File: src/rtl/sb_pkg.sv
// Shared constants for the counting register scoreboard.
// Assumes fixed slot counts on the issue and retirement interfaces.
package sb_pkg;
    localparam int unsigned SRC_SLOTS = 3;
    localparam int unsigned DST_SLOTS = 2;
    localparam int unsigned HIT_W     = $clog2(DST_SLOTS + 1);
endpackage

File: src/rtl/sb_issue_gate.sv
// Issue gate: combinational decision whether the offered instruction may issue.
// Assumes the caller supplies the current writer count of every register.
module sb_issue_gate
    import sb_pkg::*;
#(
    parameter int NREG           = 64,
    parameter int REG_W          = 6,
    parameter int CNT_W          = 3,
    parameter bit HARDWIRED_ZERO = 1'b1
) (
    input  logic                              iss_valid,
    input  logic [SRC_SLOTS-1:0]              src_vld,
    input  logic [SRC_SLOTS-1:0][REG_W-1:0]   src,
    input  logic [DST_SLOTS-1:0]              dst_vld,
    input  logic [DST_SLOTS-1:0][REG_W-1:0]   dst,
    input  logic [NREG-1:0][CNT_W-1:0]        cnt,
    output logic                              grant
);
    localparam logic [CNT_W:0] CNT_MAX = {1'b0, {CNT_W{1'b1}}};

    logic           src_ok;
    logic           dst_ok;
    logic [CNT_W:0] need;

    // Sources must have no pending writer; destinations must have headroom.
    always_comb begin
        src_ok = 1'b1;
        dst_ok = 1'b1;
        need   = '0;
        for (int s = 0; s < SRC_SLOTS; s++) begin
            if (src_vld[s] && !(HARDWIRED_ZERO && src[s] == '0) && cnt[src[s]] != '0)
                src_ok = 1'b0;
        end
        for (int d = 0; d < DST_SLOTS; d++) begin
            if (dst_vld[d] && !(HARDWIRED_ZERO && dst[d] == '0)) begin
                need = {1'b0, cnt[dst[d]]};
                for (int e = 0; e < DST_SLOTS; e++) begin
                    if (dst_vld[e] && dst[e] == dst[d])
                        need = need + 1'b1;
                end
                if (need > CNT_MAX)
                    dst_ok = 1'b0;
            end
        end
        grant = iss_valid && src_ok && dst_ok;
    end
endmodule

File: src/rtl/sb_reg_cell.sv
// One register's tracking state: writer count and estimated ready cycle.
// Assumes the increment never pushes the count past its maximum (the gate ensures it).
module sb_reg_cell #(
    parameter int CNT_W = 3,
    parameter int HIT_W = 2,
    parameter int TW    = 16
) (
    input  logic             clk,
    input  logic             rst_n,
    input  logic [HIT_W-1:0] inc,
    input  logic [HIT_W-1:0] dec,
    input  logic [TW-1:0]    ready_in,
    output logic [CNT_W-1:0] cnt,
    output logic [TW-1:0]    ready,
    output logic             underflow
);
    logic [CNT_W:0]   sum;
    logic [CNT_W-1:0] cnt_q;
    logic [TW-1:0]    ready_q;

    // Net effect of this cycle's issue and retirement on the count.
    always_comb begin
        sum       = {1'b0, cnt_q} + (CNT_W+1)'(inc);
        underflow = sum < (CNT_W+1)'(dec);
    end

    // Count update, clamped at zero when retirements exceed the writers.
    always_ff @(posedge clk) begin
        if (!rst_n)
            cnt_q <= '0;
        else if (underflow)
            cnt_q <= '0;
        else
            cnt_q <= CNT_W'(sum - (CNT_W+1)'(dec));
    end

    // Ready time is recaptured whenever a new writer issues.
    always_ff @(posedge clk) begin
        if (!rst_n)
            ready_q <= '0;
        else if (inc != '0)
            ready_q <= ready_in;
    end

    assign cnt   = cnt_q;
    assign ready = ready_q;
endmodule

File: src/rtl/reg_scoreboard.sv
// Counting register scoreboard: per-register writer counts gate in-order issue,
// retirements release them, and each destination records an estimated ready cycle.
// Assumes REGS_PER_FILE is a power of two; index top bit selects the FP file.
module reg_scoreboard
    import sb_pkg::*;
#(
    parameter int REGS_PER_FILE  = 32,
    parameter int CNT_W          = 3,
    parameter int LAT_W          = 4,
    parameter int TW             = 16,
    parameter bit HARDWIRED_ZERO = 1'b1,
    localparam int REG_W         = $clog2(REGS_PER_FILE) + 1
) (
    input  logic                             clk,
    input  logic                             rst_n,
    input  logic                             iss_valid,
    input  logic [2:0]                       iss_src_vld,
    input  logic [2:0][REG_W-1:0]            iss_src,
    input  logic [1:0]                       iss_dst_vld,
    input  logic [1:0][REG_W-1:0]            iss_dst,
    input  logic [LAT_W-1:0]                 iss_lat,
    output logic                             iss_grant,
    input  logic [1:0]                       cmt_vld,
    input  logic [1:0][REG_W-1:0]            cmt_dst,
    output logic                             err_o,
    input  logic [REG_W-1:0]                 qry_reg,
    output logic [CNT_W-1:0]                 qry_cnt,
    output logic [TW-1:0]                    qry_ready,
    output logic [TW-1:0]                    cycle_now
);
    localparam int NREG = 2 * REGS_PER_FILE;

    logic [NREG-1:0][CNT_W-1:0] cnt_all;
    logic [NREG-1:0][TW-1:0]    rdy_all;
    logic [NREG-1:0]            uf_vec;
    logic [TW-1:0]              cyc_q;
    logic [TW-1:0]              ready_in;
    logic                       err_q;

    sb_issue_gate #(
        .NREG(NREG), .REG_W(REG_W), .CNT_W(CNT_W), .HARDWIRED_ZERO(HARDWIRED_ZERO)
    ) u_gate (
        .iss_valid (iss_valid),
        .src_vld   (iss_src_vld),
        .src       (iss_src),
        .dst_vld   (iss_dst_vld),
        .dst       (iss_dst),
        .cnt       (cnt_all),
        .grant     (iss_grant)
    );

    assign ready_in = cyc_q + TW'(iss_lat);

    for (genvar i = 0; i < NREG; i++) begin : g_reg
        localparam bit TRACKED = !(HARDWIRED_ZERO && i == 0);
        logic [HIT_W-1:0] inc;
        logic [HIT_W-1:0] dec;

        // Count how many issue and retirement slots name this register.
        always_comb begin
            inc = '0;
            dec = '0;
            for (int d = 0; d < DST_SLOTS; d++) begin
                if (TRACKED && iss_grant && iss_dst_vld[d] && iss_dst[d] == REG_W'(i))
                    inc = inc + 1'b1;
                if (TRACKED && cmt_vld[d] && cmt_dst[d] == REG_W'(i))
                    dec = dec + 1'b1;
            end
        end

        sb_reg_cell #(.CNT_W(CNT_W), .HIT_W(HIT_W), .TW(TW)) u_cell (
            .clk       (clk),
            .rst_n     (rst_n),
            .inc       (inc),
            .dec       (dec),
            .ready_in  (ready_in),
            .cnt       (cnt_all[i]),
            .ready     (rdy_all[i]),
            .underflow (uf_vec[i])
        );
    end

    // Free-running cycle count used as the time base for ready estimates.
    always_ff @(posedge clk) begin
        if (!rst_n) cyc_q <= '0;
        else        cyc_q <= cyc_q + 1'b1;
    end

    // Error pulse for one cycle after any retirement against an empty count.
    always_ff @(posedge clk) begin
        if (!rst_n) err_q <= 1'b0;
        else        err_q <= |uf_vec;
    end

    assign err_o     = err_q;
    assign cycle_now = cyc_q;
    assign qry_cnt   = cnt_all[qry_reg];
    assign qry_ready = rdy_all[qry_reg];
endmodule

File: config.mk
export PLATFORM = sky130hd
export DESIGN_NAME = reg_scoreboard
export DESIGN_NICKNAME = d
export VERILOG_FILES = /design/src/rtl/sb_pkg.sv /design/src/rtl/sb_issue_gate.sv /design/src/rtl/sb_reg_cell.sv /design/src/rtl/reg_scoreboard.sv
export SDC_FILE = /design/constraint.sdc
export NUM_CORES = 2
export LEC_CHECK = 0
export ABC_AREA = 0
export CAP_MARGIN = 20
export CORE_ASPECT_RATIO = 0.8
export CORE_MARGIN = 10
export CORE_UTILIZATION = 44
export DETAILED_ROUTE_END_ITERATION = 8
export GPL_TIMING_DRIVEN = 0
export MAX_ROUTING_LAYER = met4
export SLEW_MARGIN = 5
export SYNTH_ARGS = -nofsm -noshare
export SYNTH_HDL_FRONTEND = slang
export SYNTH_SLANG_ARGS = --single-unit
export TNS_END_PERCENT = 50
File: constraint.sdc
create_clock -name clk -period 7.18 [get_ports clk]
set_clock_uncertainty 0.05 [all_clocks]
set_input_delay 1.795 -clock clk [delete_from_list [all_inputs] [get_ports clk]]
set_output_delay 1.795 -clock clk [all_outputs]
set_load 0.05 [all_outputs]
==> results.yml <==
outcome:
  status: "finished, violations left"
  violations: "setup timing"
timing:
  fmax_ghz: 0.114
  slew_headroom_pct: 7.51
  rsz0062_at_grt: "true"
  whs_ps: 465
  setup_viol: 57
  finalCriticalPeriod_ps: 8750
  fin_ws_ps: -1570
  fin_crit_sh_pct: 122
  drv_slew: 0
  finalHoldViolations: 0
  worst_slew_pin_slew_ps: 1380
synthesis:
  syn_area_per_cell_sq_um: 9.22
  synth_edf_count: 0
  synth_cell_types: 79
  ys_seq_area_share_pct: 32.8
  synth-main-ff-cell: "dfxtp_1"
  ys_ff_latch: 1214
  synth_cells: 8038
  syn_nets: 8612
  synth_area_sq_um: 74100
  yosysWarnings: 0
  async_flop_share_pct: 0
pwr:
  powerDensity_nw_per_um2: 189
  p_leak_uw: 0.0347
  power_uw: 16300
  vdd_drop_max_uv: 240
  p_switching_uw: 4740
  power_frac_clock_pct: 45.4
  share_seq_of_total_power_pct: 41.9
  p_int_uw: 11600
  swShare_pct: 29.1
  power_frac_comb_pct: 12.6
die:
  io_pins: 99
  num_rows: 134
  die_w_um: 479
  core_area_sq_um: 167000
  die_area_sq_um: 185000
  die_h_um: 387
  initial_core_util_pct: 44.3
clock_tree:
  cts_root_buf: "clkbuf_16"
  clock_latency_ps: 800
  cts_tree: "yes"
  cts.sinks: 1214
  htreeDepth: 4
  clk_pin_slew_worst_paths_ps: 60
  numCtsBuffers: 134
  ctsLongestPathBuffers: 3
min_path:
  hold_path_end: "g_reg[42].u_cell.ready[0]$_SDFFE_PN0P_"
  hold-path-cell-count: 2
  hp-start: "g_reg[42].u_cell.ready[0]$_SDFFE_PN0P_"
  hold_path.class: "reg -> reg"
route:
  wl_per_cell_um: 37.8
  dr.pass1.iters: 9
  final_antenna_net_count: 0
  vias: 70500
  drc_errors: 0
  avgViaCountPerCell: 6.52
  routed_wirelength_um: 408000
  drtIter0Drc: 11100
place:
  globalplace.congestion: 1.13
  io_buffers: 79
  dp_hpwl_um: 325000
  place_ws_ps: -5110
setup_path:
  worstPathRequired_ps: 7770
  crit_chain: "clkdlybuf4s50_1, nand2_1, nor2_1, clkbuf_1, nand2_1, nor4_4, ha_4, ha_4, fa_1, inv_2, fa_2, a2111oi_4, nand4_1, nor4_4, nand4_1, o31a_1"
  crit_fanout: 10
  crit_type: "in -> reg"
  timing.rr.end: "err_o$_SDFF_PN0_"
  cp-end-kind: "register"
  reg2reg_depth: 24
  worstReg2RegStart: "g_reg[34].u_cell.cnt[2]$_SDFF_PP0_"
  reg2reg_slack_ps: -1050
  crit_slowest_cell: "nor2_1"
  cpPeakStageDelay_ps: 960
  critPathLaunchType: "input port"
  worstPathArrival_ps: 9340
grt:
  grt_use_total_pct: 43.3
  grt_max_degree: 17
  overflow: 0
  grt_pass1_wl_um: 543000
  antenna_found_initial: 77
  grt_pass1_vias: 63700
flow_run:
  drv_cap: 0
finish:
  syn2layout_area_growth_pct: 16.1
  finalNetCount: 8972
  drive_above_1_share_pct: 14.7
  n_fill_cell: 15300
-- cell type report --
cell class / instances / area [sq um] / share of cell area (%)
Tap cell: 2244 / 2810 / 3.26
Antenna cell: 58 / 145 / 0.169
Multi-Input combinational cell: 5715 / 46400 / 53.9
Buffer: 726 / 3860 / 4.48
Sequential cell: 1214 / 24300 / 28.2
Clock inverter: 59 / 759 / 0.882
Timing Repair Buffer: 226 / 2520 / 2.93
Clock buffer: 181 / 3830 / 4.45
Inverter: 381 / 1450 / 1.68
-- flip-flops by register name, indices dropped and copies added, names as in the netlist --
name and cells:
g.u_cell.cnt 189, cycle_now 16, err_o 1, g.u_cell.ready 1008
-- power groups by stage --
stage          Sequential, uW  Clock (uW)  Combinational, uW
6_report                 6840        7410               2060
5_1_grt                  6830        7660               2040
4_1_cts                  6830        7400               1830
3_5_place_dp             6980           0               1720
3_3_place_gp             6980           0               1670
2_1_floorplan            6950           0                839
-- cell usage after synthesis (53+ instances only) --
cell type  instances  area [sq um]
ha_1             385          4820
nand3_1           57           285
nor3_1            95           475
buf_1            110           413
nand2_1         1020          3830
nor2_1           424          1590
a21oi_1          108           541
o211a_1          189          1890
or4_1            130           976
buf_2             63           315
o21ai_0          817          4090
clkbuf_1         517          1940
dfxtp_1         1214         24300
nand2b_1         232          1450
nor4_1           149           932
nor2b_1           94           588
a2111oi_0         53           464
mux2i_1          131          1310
inv_1            378          1420
xnor2_1           89           780
and2_1           770          4820
fa_1             127          2540
xor2_1            69           604
mux4_2           486         10900
-- metrics by stage --
stage / area, sq um / instances / utilization (%) / TNS [ps]
2_1_floorplan: 74100 / 8038 / - / -47.8
3_3_place_gp: 77700 / 10400 / 46.5 / -3578680
3_5_place_dp: 78900 / 10400 / 47.2 / -1838020
4_1_cts: 84900 / 10700 / 50.8 / -2540
5_1_grt: 86100 / 10800 / 51.5 / -2350
6_report: 86100 / 10800 / 51.5 / -5500
-- kinds of logic after synthesis --
logic type | share of synthesized area (%)
simple gates | 21.1
compound gates | 11.3
flops | 32.8
buf+inv | 6.02
mux | 17.0
fa+ha+maj | 9.93
xor+xnor | 1.89
-- what timing repair did --
action,CTS,global route
buffers inserted,28,33
setup endpoints to repair,1213,183
resized for setup,396,129
gates cloned,1,3
hold buffers,0,0
pin swaps,26,26
-- worst max-delay path: cells and delay by family --
kind	cells	cell delay, ps
adder cells (fa/ha/maj)	4	1370
AO/OA/AOI/OAI	2	750
AND/OR/NAND/NOR	7	3730
buffers and inverters	3	1640
-- worst max-delay path by stage --
stage | startpoint | end
floorplan | iss_dst[7] | err_o$_SDFF_PN0_
global placement | iss_src[7] | err_o$_SDFF_PN0_
detailed placement | iss_dst[7] | err_o$_SDFF_PN0_
CTS | iss_src[6] | err_o$_SDFF_PN0_
global route | iss_dst[9] | err_o$_SDFF_PN0_
finish | iss_valid | err_o$_SDFF_PN0_
-- layout by cell type, fill, tap and decap left out, types with 25 or more instances in the layout --
cell type and n:
buf_8 48, a21oi_1 108, nand2b_1 231, a2111oi_0 40
clkbuf_16 139, fa_1 126, nor4_1 106, buf_2 48
mux2_2 31, buf_6 41, o211a_1 189, clkinv_2 31
inv_1 376, clkbuf_4 25, clkbuf_1 463, ha_1 378
o21ai_0 809, nor3_1 83, xor2_1 62, diode_2 58
dfxtp_1 1214, mux2i_1 125, buf_12 29, buf_4 90
clkdlybuf4s50_1 48, nand4_1 25, or4_1 128, nor4_2 27
nor2_1 417, mux4_2 486, nand2_1 1020, and2_1 770
clkbuf_2 47, buf_1 79, xnor2_1 81, clkbuf_8 33
nor2b_1 89, nand3_1 57
-- per-layer routing --
metal  vias to the layer above  track usage (%)  part of all wire (%)
met5                         -                -                     0
met4                         0             14.4                   3.9
met3                       775             25.4                    18
met2                      5375             50.5                    36
met1                     35500             60.1                    42
li1                      28800                -                     -
(Power assumes the default switching activity.)
